--- src/rtl/ones_acc_pkg.sv ---
package ones_acc_pkg;

  typedef enum logic [1:0] {
    MODE_ADD    = 2'b00,
    MODE_SUB_OP = 2'b01,
    MODE_SUB_AC = 2'b10,
    MODE_ADD_ALT = 2'b11
  } mode_e;

  typedef enum logic [2:0] {
    PH_IDLE      = 3'd0,
    PH_INV_OPND  = 3'd1,
    PH_INV_PRE   = 3'd2,
    PH_HALF      = 3'd3,
    PH_CARRY     = 3'd4,
    PH_INV_POST  = 3'd5
  } phase_e;

endpackage

--- src/rtl/ones_acc_rst_sync.sv ---
module ones_acc_rst_sync #(
  parameter int STAGES = 2
) (
  input  logic clk,
  input  logic rst_n,
  output logic rst_s
);
  logic [STAGES-1:0] sync_q;

  always_ff @(posedge clk or negedge rst_n) begin
    if (!rst_n) sync_q <= '0;
    else        sync_q <= {sync_q[STAGES-2:0], 1'b1};
  end

  assign rst_s = sync_q[STAGES-1];
endmodule

--- src/rtl/ones_acc_carry.sv ---
module ones_acc_carry #(
  parameter int W = 8
) (
  input  logic [W-1:0] half_val,
  input  logic [W-1:0] opnd,
  output logic [W-1:0] sum
);
  logic [W-1:0] gen;
  logic [W-1:0] prop;
  logic [W-1:0] cin_vec;
  logic         wrap;

  assign gen  = opnd & ~half_val;
  assign prop = half_val;

  // Carry into each bit: the first pass finds the carry out of the top bit,
  // the second pass feeds it back into bit 0.
  always_comb begin
    logic c;
    c = 1'b0;
    for (int i = 0; i < W; i++) begin
      c = gen[i] | (prop[i] & c);
    end
    wrap = c;
    c = wrap;
    for (int i = 0; i < W; i++) begin
      cin_vec[i] = c;
      c = gen[i] | (prop[i] & c);
    end
  end

  assign sum = half_val ^ cin_vec;
endmodule

--- src/rtl/ones_acc_seq.sv ---
module ones_acc_seq
  import ones_acc_pkg::*;
(
  input  logic   clk,
  input  logic   rst_s,
  input  logic   start,
  input  logic [1:0] op_sel,
  output phase_e phase,
  output logic   accept,
  output logic   done
);
  phase_e phase_q, phase_d;
  mode_e  mode_q, mode_d;
  logic   done_d;

  assign accept = start && (phase_q == PH_IDLE);

  always_comb begin
    phase_d = phase_q;
    mode_d  = mode_q;
    done_d  = 1'b0;
    unique case (phase_q)
      PH_IDLE: if (accept) begin
        mode_d = mode_e'(op_sel);
        unique case (mode_e'(op_sel))
          MODE_SUB_OP: phase_d = PH_INV_OPND;
          MODE_SUB_AC: phase_d = PH_INV_PRE;
          default:     phase_d = PH_HALF;
        endcase
      end
      PH_INV_OPND: phase_d = PH_HALF;
      PH_INV_PRE:  phase_d = PH_HALF;
      PH_HALF:     phase_d = PH_CARRY;
      PH_CARRY: begin
        if (mode_q == MODE_SUB_AC) phase_d = PH_INV_POST;
        else begin
          phase_d = PH_IDLE;
          done_d  = 1'b1;
        end
      end
      PH_INV_POST: begin
        phase_d = PH_IDLE;
        done_d  = 1'b1;
      end
      default: phase_d = PH_IDLE;
    endcase
  end

  always_ff @(posedge clk or negedge rst_s) begin
    if (!rst_s) begin
      phase_q <= PH_IDLE;
      mode_q  <= MODE_ADD;
      done    <= 1'b0;
    end else begin
      phase_q <= phase_d;
      mode_q  <= mode_d;
      done    <= done_d;
    end
  end

  assign phase = phase_q;
endmodule

--- src/rtl/ones_acc_unit.sv ---
module ones_acc_unit
  import ones_acc_pkg::*;
#(
  parameter int W = 8
) (
  input  logic         clk,
  input  logic         rst_n,
  input  logic         start,
  input  logic [1:0]   op_sel,
  input  logic [W-1:0] operand,
  output logic [W-1:0] acc,
  output logic         busy,
  output logic         done
);
  logic         rst_s;
  phase_e       phase;
  logic         accept;
  logic [W-1:0] acc_q, acc_d;
  logic [W-1:0] opnd_q, opnd_d;
  logic         acc_en, opnd_en;
  logic [W-1:0] carry_sum;

  ones_acc_rst_sync #(.STAGES(2)) u_rst (
    .clk   (clk),
    .rst_n (rst_n),
    .rst_s (rst_s)
  );

  ones_acc_seq u_seq (
    .clk    (clk),
    .rst_s  (rst_s),
    .start  (start),
    .op_sel (op_sel),
    .phase  (phase),
    .accept (accept),
    .done   (done)
  );

  ones_acc_carry #(.W(W)) u_carry (
    .half_val (acc_q),
    .opnd     (opnd_q),
    .sum      (carry_sum)
  );

  always_comb begin
    opnd_en = accept || (phase == PH_INV_OPND);
    opnd_d  = accept ? operand : ~opnd_q;
    acc_en  = 1'b0;
    acc_d   = acc_q;
    unique case (phase)
      PH_HALF: begin
        acc_en = 1'b1;
        acc_d  = acc_q ^ opnd_q;
      end
      PH_CARRY: begin
        acc_en = 1'b1;
        acc_d  = carry_sum;
      end
      PH_INV_PRE, PH_INV_POST: begin
        acc_en = 1'b1;
        acc_d  = ~acc_q;
      end
      default: ;
    endcase
  end

  always_ff @(posedge clk or negedge rst_s) begin
    if (!rst_s) begin
      acc_q  <= '0;
      opnd_q <= '0;
    end else begin
      if (acc_en)  acc_q  <= acc_d;
      if (opnd_en) opnd_q <= opnd_d;
    end
  end

  assign acc  = acc_q;
  assign busy = (phase != PH_IDLE);
endmodule

--- config.mk ---
export PLATFORM = sky130hd
export DESIGN_NAME = ones_acc_unit
export DESIGN_NICKNAME = d
export VERILOG_FILES = /design/src/rtl/ones_acc_pkg.sv /design/src/rtl/ones_acc_rst_sync.sv /design/src/rtl/ones_acc_carry.sv /design/src/rtl/ones_acc_seq.sv /design/src/rtl/ones_acc_unit.sv
export SDC_FILE = /design/constraint.sdc
export NUM_CORES = 1
export LEC_CHECK = 0
export CAP_MARGIN = 20
export CELL_PAD_IN_SITES_DETAIL_PLACEMENT = 1
export CELL_PAD_IN_SITES_GLOBAL_PLACEMENT = 2
export CORE_UTILIZATION = 35
export CTS_CLUSTER_DIAMETER = 150
export DETAILED_ROUTE_END_ITERATION = 10
export PLACE_DENSITY_LB_ADDON = 0.12
export SLEW_MARGIN = 0
export SYNTH_ARGS = -nofsm -noshare
export SYNTH_HDL_FRONTEND = slang
export SYNTH_SLANG_ARGS = --single-unit
--- constraint.sdc ---
create_clock -name clk -period 2.6 [get_ports clk]
set_input_delay 0.65 -clock clk [delete_from_list [all_inputs] [get_ports clk]]
set_output_delay 0.65 -clock clk [all_outputs]
set_load 0.01 [all_outputs]
# [Word-level counts from Yosys, hierarchy flattened]
# Index checks and enable logic that the tools add are counted.
[classes] n_reduce_logical=10 order_cmp=0 mul=0 n_eq_ne=9 div=0 bitwise=33 addsub=0 shifts=0 muxes=9
[op_table] op="8-bit case mux with 3 select lines" count=1
[op_table] op="8-bit NOT" count=2
[op_table] op="8-bit XOR" count=2
[op_table] op="1-bit bitwise AND" count=14
[op_table] op="1-bit OR" count=14
[op_table] op="3-bit case mux with 4 select lines" count=1
[op_table] op="8-bit bitwise AND" count=1
[op_table] op="8-bit 2-to-1 mux" count=1
[op_table] op="3-bit by 2-bit equality test with 1-bit output (second input constant)" count=2
[op_table] op="3-bit equality test (second input constant)" count=2
[op_table] op="3-bit 2-to-1 mux" count=2
[op_table] op="3-bit nonzero test" count=2
[op_table] op="2-bit equality test (second input constant)" count=2
[op_table] op="2-bit case mux with 2 select lines" count=1
[op_table] op="2-bit AND reduction" count=2
[op_table] op="2-bit OR reduction" count=2
[op_table] op="4-bit OR reduction" count=1
[op_table] op="3-bit by 1-bit equality test with 1-bit output (second input constant)" count=1
[op_table] op="3-bit logical NOT" count=1
[op_table] op="2-bit by 1-bit equality test with 1-bit output (second input constant)" count=1
[op_table] op="1-bit 2-to-1 mux" count=2
[op_table] op="2-bit inequality test (second input constant)" count=1
[op_table] op="1-bit case mux with 2 select lines" count=1
[op_table] op="1-bit logical AND" count=1
[op_table] op="1-bit logical OR" count=1
[word_totals] ram_bits=0 mem_bits_ro=0 memories=0 latch_bits=0 reg_bits=24 wordCells=67 input_bits=13

# [Depth between registers and ports, before layout]
[logic_depth] word_depth=32 ltp_mapped=8 depth_no_buf=6

# [By module]
# Synthesis repeated with hierarchy kept, for this count alone.
[hier_totals] cells_unflattened=208 area_unflattened_um2=1859.3
[by_module_without_submodules] mod="ones_acc_unit" seq_area_each_um2=400.4 instances=1 area_per_inst_um2=1072.3 cells_each=111
[by_module_without_submodules] mod="ones_acc_carry" seq_area_each_um2=0.0 instances=1 area_per_inst_um2=449.2 cells_each=72
[by_module_without_submodules] mod="ones_acc_seq" seq_area_each_um2=150.1 instances=1 area_per_inst_um2=284.0 cells_each=22
[by_module_without_submodules] mod="ones_acc_rst_sync" seq_area_each_um2=50.0 instances=1 area_per_inst_um2=53.8 cells_each=3

# [Worst setup path after synthesis]
# OpenSTA, ideal clock, no wires.
[synth_timing] path_kind="register to register" start="reg u_seq.phase_q[2] (netlist: u_seq.phase[2])" end="reg acc_q[4] (netlist: acc[4])" arrival_ns=1.505 slack_ns=0.965 setup_time_ns=0.129 path_stages_with_launch=8 period_less_slack_ns=1.635 path_buffers=1 path_cell_list="dfrtp_1 -> buf_4 -> nor2b_1 -> a22oi_2 -> nor2b_1 -> o211a_1 -> a31oi_1 -> xor2_1"
[synth_via] elab_chain_cells=4 word_cells_on_any_way=10
[synth_lines] item="from (decl)" line_no="ones_acc_seq.sv:12" source="phase_e phase_q, phase_d;"
[synth_lines] item="from (signal assigned)" line_no="ones_acc_seq.sv:55" source="phase_q <= phase_d;"
[synth_lines] item="3-bit equality test or 3-bit by 2-bit equality test with 1-bit output (tied branches)" line_no="ones_acc_unit.sv:50" source="unique case (phase)"
[synth_lines] item="4-bit OR reduction (no source line) or 2-bit OR reduction (tied branches)"
[synth_lines] item="1-bit 2-to-1 mux or 3-bit nonzero test (tied branches)"
[synth_lines] item="2-bit AND reduction (no source line)"
[synth_lines] item="to (signal assigned)" line_no="ones_acc_unit.sv:69" source="acc_q <= '0;"
[synth_lines] item="to (signal assigned)" line_no="ones_acc_unit.sv:72" source="if (acc_en) acc_q <= acc_d;"
[synth_lines] item="to (decl)" line_no="ones_acc_unit.sv:18" source="logic [W-1:0] acc_q, acc_d;"
# Parallel ways exist; a longest one is shown, timed or not.
# A chain may end at the register's enable or synchronous reset.

# [Final worst setup path]
[layout_timing] start="reg u_seq.phase_q[0] (netlist: u_seq.phase[0])" end="out busy"
[layout_via] elab_chain_cells=1
[layout_lines] item="3-bit nonzero test" line_no="ones_acc_unit.sv:78" source="assign busy = (phase != PH_IDLE);"
[layout_lines] item="to (decl)" line_no="ones_acc_unit.sv:12" source="output logic busy,"
# Every way passes these cells.

==> results <==
layer usage:
layer / vias to the layer above / GRT usage [%] / routed length, um
met4: 0 / 6.52 / 44
met1: 583 / 24.2 / 1690
li1: 579 / - / -
met3: 5 / 2.60 / 99
met5: - / 0 / 0
met2: 22 / 30.7 / 1630
layout by cell type, fill, tap and decap left out, drive strengths merged:
| master | count |
|---|---|
| a22oi | 1 |
| xor2 | 5 |
| a21oi | 6 |
| nor2b | 4 |
| a31o | 1 |
| nand4 | 1 |
| a41oi | 1 |
| ha | 1 |
| o221ai | 3 |
| nor3b | 2 |
| and2 | 1 |
| a221o | 8 |
| clkbuf | 3 |
| o21ai | 13 |
| a21o | 2 |
| o22ai | 2 |
| o2111a | 1 |
| or2b | 1 |
| nor2 | 16 |
| clkdlybuf4s50 | 22 |
| o211a | 1 |
| o311ai | 1 |
| o311a | 1 |
| nand2b | 2 |
| inv | 8 |
| bufinv | 1 |
| conb | 1 |
| nand3b | 2 |
| nand2 | 12 |
| or3 | 1 |
| a41o | 1 |
| a31oi | 7 |
| o211ai | 2 |
| xnor2 | 3 |
| dfrtp | 24 |
| or2 | 1 |
| o21a | 1 |
| nand3 | 2 |
| a21boi | 1 |
| a311oi | 1 |
worst reg2reg max path: cells and delay by family (launching register included):
kind             cells  cell delay [ns]
XOR/XNOR             1             0.16
AO/OA/AOI/OAI        3             0.59
flip-flops           1             0.50
AND/OR/NAND/NOR      2             0.57
flip-flops by register name (all words and copies together), names as in the netlist:
signal,flops
u_seq.done,1
u_seq.mode_q,2
opnd_q,8
u_seq.phase,3
acc,8
u_rst.sync_q,2
through the flow:
stage | util, % | hold slack [ns]
2_1_floorplan | - | 0.280
3_3_place_gp | 43.8 | 0.337
3_5_place_dp | 43.8 | 0.340
4_1_cts | 45.7 | 0.363
5_1_grt | 45.7 | 0.368
6_report | 45.7 | 0.361
how the worst min path moves through the flow:
| stage | startpoint | slack [ns] | endpoint | depth (start not counted) |
|---|---|---|---|---|
| CTS | u_rst.sync_q[0] | 0.36 | u_rst.sync_q[1] | 0 |
| global route | u_rst.sync_q[0] | 0.37 | u_rst.sync_q[1] | 0 |
| detailed placement | u_rst.sync_q[0] | 0.34 | u_rst.sync_q[1] | 0 |
| finish | u_rst.sync_q[0] | 0.36 | u_rst.sync_q[1] | 0 |
| floorplan | u_rst.sync_q[1] | 0.28 | acc[0] | 0 |
| global placement | u_rst.sync_q[0] | 0.34 | u_rst.sync_q[1] | 0 |
power groups by stage:
stage | combinational [mW] | sequential, mW | clock [mW]
finish | 1.22 | 0.858 | 0.335
global route | 1.38 | 0.894 | 0.362
CTS | 1.24 | 0.859 | 0.343
detailed placement | 1.23 | 0.868 | 0
global placement | 1.21 | 0.850 | 0
floorplan | 0.940 | 0.775 | 0
cell type report:
class	count	area (um^2)	share of cell area, %
inverter	8	30.0	1.76
clock buffer	3	41.3	2.41
multi-input combinational	109	728	42.6
tap	48	60.1	3.51
timing repair buffer	22	220	12.9
clock inverter	1	30.0	1.76
sequential	24	601	35.1
kinds of logic after synthesis:
| kind of cell | synth area share [%] |
|---|---|
| simple gates | 16.9 |
| xor+xnor | 5.00 |
| flops | 42.8 |
| buf+inv | 5.26 |
| fa+ha+maj | 0.892 |
| other cells | 0.267 |
| compound gates | 28.9 |
==> flow_summary.toml <==
[status]
status = "finished clean"

[power]
p_per_area_mw_per_mm2 = 1410
ir_drop_uv = 449
p_clk_share_pct = 13.9
total_power_mw = 2.41
p_switching_mw = 1.04
p_int_mw = 1.37
share_seq_of_total_power_pct = 35.6
combPwrFrac_pct = 50.6
leakagePower_nw = 0.722
p_sw_share_pct = 43.2

[floorplan]
die_w_um = 65.3
ios = 23
die-area_mm2 = 0.00426
initial_core_util_pct = 37.5
core_area_mm2 = 0.00374
rows = 22
die_y_um = 65.3

[routing]
drt_wl_total_um = 3470
routedWlPerCell_um = 16.1
vias = 1189
drc = 0
first_pass_iters = 4
drt_iter0_markers = 81
via_per_inst = 5.53
final_antenna_net_count = 0

[clock_tree]
postCtsSetupRepairBufs = 0
clock_path_buffers = 2
insertion_delay_ns = 0.27
ctsHtreeMaxLevel = 1
cts_resized = 0
clock-sinks = 24
cts_tree = "done"
cts-root-buf = "clkbuf_8"
clkTransAtPathRegs_ns = 0.09
cts_buffers = 3
postCtsHoldBufs = 0

[global_route]
antenna_found_initial = 0
grt_overflow = 0
grt_max_degree = 23
grt_pass1_wl_um = 5880
grt_usage_pct = 18.4
first_global_vias = 1237

[placed_design]
dp_cells = 211
placed_cell_area_mm2 = 0.00164
gp_congestion = 0.817
preCtsSetupSlack_ns = 0.458
place_hpwl_um = 2660
numPortBuffers = 22

[yosys]
syn_area_mm2 = 0.00140
ys_ff_latch = 24
synth_common_cells = "24 x dfrtp_1, 14 x nor2_1, 12 x nand2_1"
synth_ff_type = "dfrtp_1"
synthTopCellsByArea = "dfrtp_1 43%, a221o_1 5.7%, o21ai_0 3.9%"
synth.most_common_cell = "dfrtp_1"
postSynthCellCount = 147
synth_warnings = 0
yosysUniqueCellTypes = 43
synth_top_area_share_pct = 42.8
synth_largest_area_cell = "dfrtp_1"
ys_seq_area_share_pct = 42.8
synth_edf_count = 0
syn_avg_cell_area_um2 = 9.54
async_reset_ff_share_pct = 100
syn_nets = 161

[min_path]
hp-class = "register to register"

[worst_setup_path]
cp_num_buf_inv = 1
cp.depth = 2
cpPeakStageDelay_ns = 0.50
cp.required_ns = 1.95
crit_chain = "or3_4, clkdlybuf4s50_1"
arrival_ns = 1.70
path_class = "register to output port"
rrSetupSlack_ns = 0.69
endpoint = "busy"
start_kind = "register"
cpLargestDelayFamily = "flip-flops"
critPathSlowestCell = "dfrtp_1"
rr_worst_depth = 6
worstPathMaxFanout = 9
worstSetupEndpointType = "output port"
startpoint = "u_seq.phase[0]"
reg2reg_to = "acc[2]"
rr_startpoint = "u_seq.phase[0]"

[sta]
setup_ws_ns = 0.249
clock_skew_ns = 0.00647
drv_slew = 0
max_freq_mhz = 425
rsz0062_at_grt = "false"
post-route-min-period_ns = 2.35
period_share_pct = 90.4
final.setup.tns_ns = 0
setup_violations = 0
tightest_slew_ns = 0.920
slew_headroom_pct = 38.7
hold_viol_final = 0

[flow_run]
maxCapViolations = 0

[final_layout]
area_delta_synth_final_pct = 21.9
nFillCells = 440
stdcell_area_mm2 = 0.00171
antenna-diode-count = 0
drive_gt1_share_pct = 8.38
final_nets = 182
fin_cells = 215
Note: power is estimated with default switching activity, not from simulation.
